==> config.mk <==
export PLATFORM = sky130hd
export DESIGN_NAME = bcd_decade_counter
export DESIGN_NICKNAME = d
export VERILOG_FILES = /design/src/rtl/bcd_pkg.sv /design/src/rtl/bcd_mode_sel.sv /design/src/rtl/bcd_next_state.sv /design/src/rtl/bcd_state_reg.sv /design/src/rtl/bcd_decade_counter.sv
export SDC_FILE = /design/constraint.sdc
export NUM_CORES = 1
export LEC_CHECK = 0
export ABC_CLOCK_PERIOD_IN_PS = 3800
export BUFFER_PORTS_ARGS = -buffer_cell sky130_fd_sc_hd__buf_4
export CAP_MARGIN = 15
export CORE_AREA = 2 2 39 41
export DETAILED_ROUTE_END_ITERATION = 7
export DIE_AREA = 0 0 41 43
export MAX_ROUTING_LAYER = met4
export PLACE_DENSITY = 0.52
export SLEW_MARGIN = 20
export SYNTH_ARGS = -nofsm -noshare
export SYNTH_HDL_FRONTEND = slang
export SYNTH_HIERARCHICAL = 1
export SYNTH_SLANG_ARGS = --single-unit
==> constraint.sdc <==
create_clock -name clk -period 3.8 [get_ports clk]
set_input_delay 0.38 -clock clk [delete_from_list [all_inputs] [get_ports clk]]
set_output_delay 0.38 -clock clk [all_outputs]
set_load 0.05 [all_outputs]
==> src/rtl/bcd_pkg.sv <==
`timescale 1ns/1ps
package bcd_pkg;

    localparam int DIGIT_W    = 4;
    localparam int LAST_DIGIT = 9;

    typedef logic [DIGIT_W-1:0] digit_t;

    typedef enum logic [1:0] {
        MODE_CLEAR = 2'd0,
        MODE_LOAD  = 2'd1,
        MODE_COUNT = 2'd2,
        MODE_HOLD  = 2'd3
    } mode_e;

    typedef struct packed {
        logic clr_n;
        logic load_n;
        logic en_p;
        logic en_t;
    } ctrl_t;

    // Successor of a code under counting; unused codes fold back into 0..9.
    function automatic digit_t bcd_succ(input digit_t cur);
        digit_t nxt;
        case (cur)
            4'd9:    nxt = 4'd0;
            4'd10:   nxt = 4'd11;
            4'd11:   nxt = 4'd6;
            4'd12:   nxt = 4'd13;
            4'd13:   nxt = 4'd4;
            4'd14:   nxt = 4'd15;
            4'd15:   nxt = 4'd2;
            default: nxt = cur + digit_t'(1);
        endcase
        return nxt;
    endfunction

    function automatic logic is_last(input digit_t cur);
        return cur == digit_t'(LAST_DIGIT);
    endfunction

endpackage

==> src/rtl/bcd_mode_sel.sv <==
`timescale 1ns/1ps
module bcd_mode_sel
    import bcd_pkg::*;
(
    input  ctrl_t ctrl,
    output mode_e mode
);
    always_comb begin
        if (!ctrl.clr_n)
            mode = MODE_CLEAR;
        else if (!ctrl.load_n)
            mode = MODE_LOAD;
        else if (ctrl.en_p && ctrl.en_t)
            mode = MODE_COUNT;
        else
            mode = MODE_HOLD;
    end
endmodule

==> src/rtl/bcd_next_state.sv <==
`timescale 1ns/1ps
module bcd_next_state
    import bcd_pkg::*;
(
    input  mode_e  mode,
    input  digit_t cur,
    input  digit_t preset,
    output digit_t nxt
);
    always_comb begin
        unique case (mode)
            MODE_CLEAR: nxt = '0;
            MODE_LOAD:  nxt = preset;
            MODE_COUNT: nxt = bcd_succ(cur);
            default:    nxt = cur;
        endcase
    end
endmodule

==> src/rtl/bcd_state_reg.sv <==
`timescale 1ns/1ps
module bcd_state_reg
    import bcd_pkg::*;
#(
    parameter bit ASYNC_RESET = 1'b0
) (
    input  logic   clk,
    input  logic   clr_n,
    input  digit_t nxt,
    output digit_t cur
);
    generate
        if (ASYNC_RESET) begin : g_async
            always_ff @(posedge clk or negedge clr_n) begin
                if (!clr_n)
                    cur <= '0;
                else
                    cur <= nxt;
            end
        end else begin : g_sync
            // Clear already folded into nxt by the mode selector.
            logic unused_clr;
            assign unused_clr = clr_n;
            always_ff @(posedge clk) begin
                cur <= nxt;
            end
        end
    endgenerate
endmodule

==> src/rtl/bcd_decade_counter.sv <==
`timescale 1ns/1ps
module bcd_decade_counter
    import bcd_pkg::*;
#(
    parameter bit ASYNC_RESET = 1'b0
) (
    input  logic               clk,
    input  logic               clr_n,
    input  logic               load_n,
    input  logic               cnt_en_p,
    input  logic               cnt_en_t,
    input  logic [DIGIT_W-1:0] din,
    output logic [DIGIT_W-1:0] q,
    output logic               tc
);
    ctrl_t  ctrl;
    mode_e  mode;
    digit_t nxt;
    digit_t cur;

    assign ctrl = '{clr_n: clr_n, load_n: load_n, en_p: cnt_en_p, en_t: cnt_en_t};

    bcd_mode_sel u_mode (
        .ctrl (ctrl),
        .mode (mode)
    );

    bcd_next_state u_next (
        .mode   (mode),
        .cur    (cur),
        .preset (din),
        .nxt    (nxt)
    );

    bcd_state_reg #(.ASYNC_RESET(ASYNC_RESET)) u_reg (
        .clk   (clk),
        .clr_n (clr_n),
        .nxt   (nxt),
        .cur   (cur)
    );

    assign q  = cur;
    assign tc = is_last(cur) && cnt_en_t;
endmodule

==> impl_metrics.ini, run 1 <==
[floorplan]
die_area_mm2 = 0.00176
floorplan.core_area_mm2 = 0.00138
die-width_um = 41
initial_standard_cell_utilization_of_the_core_pct = 27.1
boundaryPins = 14
die_height_um = 43
fp-row-count = 14

[place]
place_worst_setup_slack_ns = 2.05
gpl_wtd_cong = 0.780
post-dp-hpwl_um = 713
place_area_um2 = 480
place.detailed.instances = 73
place.port_buffers = 13

[setup_path]
critical_path.max_stage_delay_ns = 0.50
critPathSlowestCell = sky130_fd_sc_hd__dfxtp_1
criticalPathCategory = reg2reg
endpoint_kind = flip-flop
worst_ep_arrival_time_ns = 1.85
critical_path.max_fanout = 9
cp_cell_sequence = inv_1, ha_1, a2111o_1, nor4_2, a211oi_1
worst_path_dominant_cell_family = compound AO/OA/AOI/OAI gates
cp.buffers_inverters = 1
start_kind = flip-flop
worst_ep_required_time_ns = 3.89

[synthesis]
synth_sequential_area_ratio_pct = 21.3
post_synth_main_area_contributors = sky130_fd_sc_hd__dfxtp_1 (21%), sky130_fd_sc_hd__ha_1 (13%), sky130_fd_sc_hd__mux2i_1 (5.3%), sky130_fd_sc_hd__a31oi_1 (5.0%), sky130_fd_sc_hd__inv_1 (5.0%)
syn-mean-instance-area_um2 = 8.16
synth_top_cell_area_share_pct = 21.3
yosys_register_bits = 4
synthesis.yosys.warnings = 6
syn_nets = 59
synthDominantAreaCellType = sky130_fd_sc_hd__dfxtp_1
synth.lib_cells_used.distinct = 26
postSynthCellCount = 46
syn-cell-area_um2 = 375

[detailed_routing]
detail-route-antenna-nets = 0
detail_route.wirelength.met1_um = 441
routed-wl-met2_um = 468
detailedRoute.firstPassIterationCount = 4
drt-initial-drc-count = 8
wl_met3_um = 59
detailroute.via_count = 407
remaining_drc_errors = 0
dr.max_layer_used = met3
wl_per_cell_um = 12.8
detail_route.vias_per_cell = 5.36
wl_um = 969

[timing]
min_period_over_period_pct = 46.1
max_slew.worst_pin.slew_ns = 0.837
max-slew-margin-rel_pct = 44.0
fin_tns_setup_ns = 0
holdWs_ns = 0.492
finalHoldViolations = 0
final.setup_skew_ns = 0.00465
report.final.setup_viol = 0
rsz0062_at_grt = no
final_max_slew_viol_count = 0
post-route-min-period_ns = 1.75
fmax_mhz = 571
worst_slack_ns = 2.05

[cells_and_area]
layout.cells.non_filler = 76
num-fill-cells = 156
n_antenna_cell = 0
final_cell_mix = sky130_fd_sc_hd__buf_4 (13), sky130_fd_sc_hd__nor2_1 (5), sky130_fd_sc_hd__inv_1 (5)
final_cell_area_um2 = 503
largest_reg_flops = 4
top_regs = u_reg/cur: 4 flops
registers.top_by_ff_count = u_reg/cur
mostFrequentLayoutCell = sky130_fd_sc_hd__buf_4
final_layout_net_count = 75
layout.core_utilization_pct = 36.3
final_layout_size_suffix_gt1_share_pct = 31.7
layout-area-overhead-vs-synth_pct = 34.0

[clock_network]
postCtsSetupBuffers = 0
cts_inserted_buffers = 3
cts-root-buf = sky130_fd_sc_hd__clkbuf_4
insertion_delay_ns = 0.23
post_cts_sizing = 0
number_of_hold_repair_buffers_added_at_the_cts_stage = 0
clock_sink_count = 4
tritoncts = yes
clock_tree.htree_level_count = 1
clk_pin_slew_worst_paths_ns = 0.03
clock_path_buffers = 2

[global_route]
first_global_vias = 371
initial_antenna_violation_count = 0
gr-usage-all-layers_pct = 12.8
grt_overflow = 0
grt_start_max_net_pins = 11
global_route_wire_length_before_repair_um = 1520

[power_and_ir_drop]
power.density_mw_per_mm2 = 374
vdd.ir_drop.worst_mv = 0.144
post-layout-total-power_uw = 188
power_leakage_nw = 0.223

[flow_run]
timing.max_cap.violations = 0

[min_path]
min-delay-path-class = in2reg

[run_status]
outcome = completed
[report_power, final]
| group | internal (mW) | total, mW | switching (mW) |
|---|---|---|---|
| clock network | 0.0353 | 0.0515 | 0.0162 |
| registers | 0.0475 | 0.0583 | 0.0109 |
| logic | 0.0308 | 0.0783 | 0.0475 |
[synthesized netlist by cell type (all sizes together)]
master,instances
mux2i,2
a22o,1
nor3,2
o21ai,2
nor4,1
dfxtp,4
nand4b,1
a2111o,1
a31o,1
and3,1
nand3,1
a211oi,1
inv,5
and2,2
nor2,5
buf,2
o22ai,1
nand3b,1
o2111ai,1
a21oi,3
ha,4
a31oi,3
o41ai,1
[cell families (layout without fill, tap and decap cells)]
logic type               after synthesis  in the layout  share of synthesized area (%)
multiplexers                           2              2                           5.33
AO/OA/AOI/OAI                         15             15                           29.7
buffers and inverters                  7             21                           8.33
adder cells (fa/ha/maj)                4              4                           13.3
flip-flops                             4              4                           21.3
AND/OR/NAND/NOR                       14             14                           22.0
[worst paths after layout]
path           startpoint      endpoint  slack (ns)  depth (start not counted)
max          u_reg/cur[0]  u_reg/cur[3]        2.05                          5
min reg2reg  u_reg/cur[3]  u_reg/cur[1]        0.61                          2
min                din[0]  u_reg/cur[0]        0.49                          3
max reg2reg  u_reg/cur[0]  u_reg/cur[3]        2.05                          5
[metal layers]
layer	track usage [%]	up-vias
li1	-	200
met1	14.8	193
met2	20.6	14
met3	3.14	0
met4	4.00	0
met5	-	-
[worst reg2reg max path, cell delays in order (launching register included)]
cell and delay [ns]:
sky130_fd_sc_hd__dfxtp_1 0.50, sky130_fd_sc_hd__inv_1 0.12, sky130_fd_sc_hd__ha_1 0.26, sky130_fd_sc_hd__a2111o_1 0.44
sky130_fd_sc_hd__nor4_2 0.23, sky130_fd_sc_hd__a211oi_1 0.07
[cell type report]
| class | count | area, um^2 | area share [%] |
|---|---|---|---|
| Clock buffer | 3 | 22.5 | 4.48 |
| Inverter | 5 | 18.8 | 3.73 |
| Multi-Input combinational cell | 35 | 264 | 52.5 |
| Sequential cell | 4 | 80.1 | 15.9 |
| Tap cell | 16 | 20.0 | 3.98 |
| Timing Repair Buffer | 13 | 97.6 | 19.4 |
Note: power is estimated with default switching activity, not from simulation.
==> run 2, diff against run 1 <==
ABC_CLOCK_PERIOD_IN_PS = 1600   (was 3800)
PLACE_DENSITY = 0.53   (was 0.52)
clock period = 1.6 ns   (was 3.8 ns; I/O delays follow)
==> impl_metrics.ini, run 2 (synthesis gave the netlist of run 1 again) <==
[run_status]
outcome = completed

[timing]
worst_slack_ns = 0.0950
final_max_slew_viol_count = 0
finalHoldViolations = 0
report.final.setup_viol = 0
min_period_over_period_pct = 94.1
max_slew.worst_pin.slew_ns = 0.368
max-slew-margin-rel_pct = 75.2
holdWs_ns = 0.214
post-route-min-period_ns = 1.51
fmax_mhz = 664
fin_tns_setup_ns = 0
rsz0062_at_grt = no
final.setup_skew_ns = 0.0114

[cells_and_area]
mostFrequentLayoutCell = sky130_fd_sc_hd__buf_4
registers.top_by_ff_count = u_reg/cur
multi_input_gate_area_in_the_final_layout_um2 = 267
n_antenna_cell = 0
num-fill-cells = 154
largest_reg_flops = 4
layout-area-overhead-vs-synth_pct = 39.7
final_layout_size_suffix_gt1_share_pct = 37.1
top_regs = u_reg/cur: 4 flops
final_cell_mix = sky130_fd_sc_hd__buf_4 (14), sky130_fd_sc_hd__inv_1 (5), sky130_fd_sc_hd__nor2_1 (4), sky130_fd_sc_hd__ha_1 (4)
final_layout_net_count = 76
seqCellArea_um2 = 87.6
final_cell_area_um2 = 524
layout.cells.non_filler = 78

[floorplan]
floorplan.core_area_mm2 = 0.00138
die_height_um = 43
initial_standard_cell_utilization_of_the_core_pct = 27.1
fp-row-count = 14
die-width_um = 41
boundaryPins = 14
die_area_mm2 = 0.00176

[place]
place.port_buffers = 13
place_area_um2 = 498
post-dp-hpwl_um = 710
place_worst_setup_slack_ns = 0.0713
gpl_wtd_cong = 0.841
place.detailed.instances = 74

[global_route]
grt_overflow = 0
gr-usage-all-layers_pct = 13.5
global_route_wire_length_before_repair_um = 1550
first_global_vias = 371
initial_antenna_violation_count = 0
grt_start_max_net_pins = 11

[clock_network]
tritoncts = yes
postCtsSetupBuffers = 0
cts_inserted_buffers = 3
clock_path_buffers = 2
post_cts_sizing = 0
insertion_delay_ns = 0.25
clock_sink_count = 4
number_of_hold_repair_buffers_added_at_the_cts_stage = 0
cts-root-buf = sky130_fd_sc_hd__clkbuf_4
clock_tree.htree_level_count = 1
clk_pin_slew_worst_paths_ns = 0.05

[flow_run]
timing.max_cap.violations = 0

[setup_path]
cp.buffers_inverters = 1
endpoint_kind = flip-flop
worst_path_dominant_cell_family = compound AO/OA/AOI/OAI gates
cp_cell_sequence = inv_1, ha_1, and2_1, o41ai_2, a211oi_1
start_kind = flip-flop
critPathSlowestCell = sky130_fd_sc_hd__dfxtp_4
worst_ep_required_time_ns = 1.70
criticalPathCategory = reg2reg
critical_path.max_stage_delay_ns = 0.39
critical_path.max_fanout = 9
worst_ep_arrival_time_ns = 1.61

[detailed_routing]
detail_route.vias_per_cell = 5.18
drt-initial-drc-count = 10
detailedRoute.firstPassIterationCount = 3
detail-route-antenna-nets = 0
remaining_drc_errors = 0
detailroute.via_count = 404
wl_per_cell_um = 12.4
wl_um = 971

[power_and_ir_drop]
vdd.ir_drop.worst_mv = 0.293
internal_power_uw = 284
switching_portion_of_total_power_pct = 39.9
share_comb_of_total_power_pct = 39.7
clkPwrFrac_pct = 31.0
power_leakage_nw = 0.230
p_seq_share_pct = 29.3
switching_power_uw = 188
power.density_mw_per_mm2 = 900

[min_path]
min-delay-path-class = in2reg
==> run 2: stage by stage <==
step           util (%)  total power, mW
6_report           37.9            0.472
3_3_place_gp       36.0            0.328
3_5_place_dp       36.0            0.327
5_1_grt            37.9            0.504
4_1_cts            37.9            0.479
2_1_floorplan         -            0.269
==> run 2: worst register-to-register path: cells and delay by family (launching register included) <==
family | cells | cell delay (ns)
AOI/OAI and AO/OA | 2 | 0.52
adders and majority gates | 1 | 0.24
buffers and inverters | 1 | 0.07
DFF | 1 | 0.39
and+or+nand+nor | 1 | 0.16
==> run 2: worst paths after layout <==
check                             startpoint            to  slack [ns]  cells past startpoint
worst max-delay path            u_reg/cur[0]  u_reg/cur[3]        0.09                      5
worst min-delay path                  din[0]  u_reg/cur[0]        0.21                      3
worst max register to register  u_reg/cur[0]  u_reg/cur[3]        0.09                      5
worst min register to register  u_reg/cur[3]  u_reg/cur[1]        0.59                      2
==> run 2: cell type report <==
class,count,area share [%]
Timing Repair Buffer,14,20.0
Tap cell,16,3.82
Multi-Input combinational cell,35,50.8
Inverter,5,3.58
Sequential cell,4,16.7
Clock buffer,4,5.01
==> run 2: power groups by stage <==
stage | sequential, mW | clock (mW) | combinational, mW
after detailed placement | 0.140 | 0 | 0.187
after CTS | 0.139 | 0.153 | 0.188
after global routing | 0.143 | 0.158 | 0.203
after floorplan | 0.177 | 0 | 0.0928
after global placement | 0.140 | 0 | 0.188
final | 0.138 | 0.146 | 0.187
==> run 2: per-layer routing <==
metal  wire (um)  GRT usage [%]
met3          65           4.71
met4           0           7.33
met2         463           17.8
met5           0              -
met1         442           17.3
==> run 3, diff against run 2 <==
CORE_AREA = 3 3 40 42   (was 2 2 39 41)
DIE_AREA = 0 0 43 45   (was 0 0 41 43)
==> impl_metrics.ini, run 3 (synthesis gave the netlist of run 1 again) <==
[floorplan]
die-width_um = 43
initial_standard_cell_utilization_of_the_core_pct = 29.2
fp-row-count = 13
die_height_um = 45
die_area_mm2 = 0.00194
floorplan.core_area_mm2 = 0.00128
boundaryPins = 14

[setup_path]
worst_ep_required_time_ns = 1.69
endpoint_kind = flip-flop
criticalPathCategory = reg2reg
start_kind = flip-flop
critical_path.max_fanout = 9
worst_ep_arrival_time_ns = 1.62

[detailed_routing]
detail-route-antenna-nets = 0
wl_per_cell_um = 13.1
detail_route.vias_per_cell = 5.35
detailroute.via_count = 412
detailedRoute.firstPassIterationCount = 4
drt-initial-drc-count = 20
remaining_drc_errors = 0
wl_um = 1010

[cells_and_area]
mostFrequentLayoutCell = sky130_fd_sc_hd__buf_4
num-fill-cells = 136
layout-area-overhead-vs-synth_pct = 41.0
final_layout_net_count = 77
largest_reg_flops = 4
final_layout_size_suffix_gt1_share_pct = 40.3
registers.top_by_ff_count = u_reg/cur
n_antenna_cell = 0
top_regs = u_reg/cur: 4 flops
final_cell_mix = sky130_fd_sc_hd__buf_4 (15), sky130_fd_sc_hd__inv_1 (5), sky130_fd_sc_hd__nor2_1 (4)

[timing]
rsz0062_at_grt = no
max-slew-margin-rel_pct = 75.1
max_slew.worst_pin.slew_ns = 0.369
final.setup_skew_ns = 0.00382
finalHoldViolations = 0
fmax_mhz = 656
final_max_slew_viol_count = 0
post-route-min-period_ns = 1.52
min_period_over_period_pct = 95.3
report.final.setup_viol = 0
worst_slack_ns = 0.0754
fin_tns_setup_ns = 0

[global_route]
grt_overflow = 0
gr-usage-all-layers_pct = 12.5
first_global_vias = 388
initial_antenna_violation_count = 0
grt_start_max_net_pins = 11
global_route_wire_length_before_repair_um = 1760

[clock_network]
insertion_delay_ns = 0.23
postCtsSetupBuffers = 0
clock_path_buffers = 2
clock_sink_count = 4
number_of_hold_repair_buffers_added_at_the_cts_stage = 0
cts-root-buf = sky130_fd_sc_hd__clkbuf_4
tritoncts = yes
clock_tree.htree_level_count = 1
clk_pin_slew_worst_paths_ns = 0.03
cts_inserted_buffers = 3

[run_status]
outcome = completed

[flow_run]
timing.max_cap.violations = 0

[power_and_ir_drop]
power.density_mw_per_mm2 = 856
vdd.ir_drop.worst_mv = 0.245
power_leakage_nw = 0.232

[place]
place.port_buffers = 13
place_worst_setup_slack_ns = 0.0459
gpl_wtd_cong = 0.814
post-dp-hpwl_um = 778

[min_path]
min-delay-path-class = in2reg
## run 3: stage by stage
step	cell area [um^2]	instances	total power [mW]	utilization, %	hold slack, ns
floorplan	385	46	0.269	-	0.368
global placement	504	74	0.333	39.2	0.469
detailed placement	504	74	0.332	39.2	0.472
CTS	527	77	0.459	41.0	0.231
global route	529	77	0.493	41.2	0.261
finish	529	77	0.453	41.2	0.235
## run 3: final cells by class
| cell class | instances | area, um^2 | area share [%] |
|---|---|---|---|
| multi-input combinational | 35 | 269 | 50.8 |
| timing repair buffer | 15 | 113 | 21.3 |
| sequential | 4 | 87.6 | 16.5 |
| clock buffer | 3 | 22.5 | 4.26 |
| inverter | 5 | 18.8 | 3.55 |
| tap | 15 | 18.8 | 3.55 |
## run 3: where the power goes
group / internal [mW] / switching [mW]
Sequential: 0.114 / 0.0202
Clock: 0.0836 / 0.0371
Combinational: 0.0795 / 0.118
## run 3: worst max-delay path: stages, from the launching register on
cell,delay (ns)
sky130_fd_sc_hd__dfxtp_4,0.38
sky130_fd_sc_hd__inv_1,0.07
sky130_fd_sc_hd__ha_1,0.24
sky130_fd_sc_hd__a2111o_1,0.41
sky130_fd_sc_hd__nor4_2,0.22
sky130_fd_sc_hd__a211oi_1,0.07
## run 3: metal layers
metal  part of all wire (%)  vias up  track usage, %
met5                      0        -               -
met4                      0        0            7.23
met3                    6.1        0            3.19
met2                     47       10            17.7
met1                     47      196            16.1
li1                       -      206               -
## run 3: worst paths after layout
check                 end  depth (start not counted)    startpoint  slack, ns
max          u_reg/cur[3]                          5  u_reg/cur[0]       0.08
min          u_reg/cur[0]                          3        din[0]       0.23
max reg2reg  u_reg/cur[3]                          5  u_reg/cur[0]       0.08
min reg2reg  u_reg/cur[0]                          2  u_reg/cur[0]       0.60
## run 3: timing repair
action                     in CTS  in global routing
setup endpoints to repair       0                  1
hold endpoints to repair        0                  0
gates resized for setup         0                  1
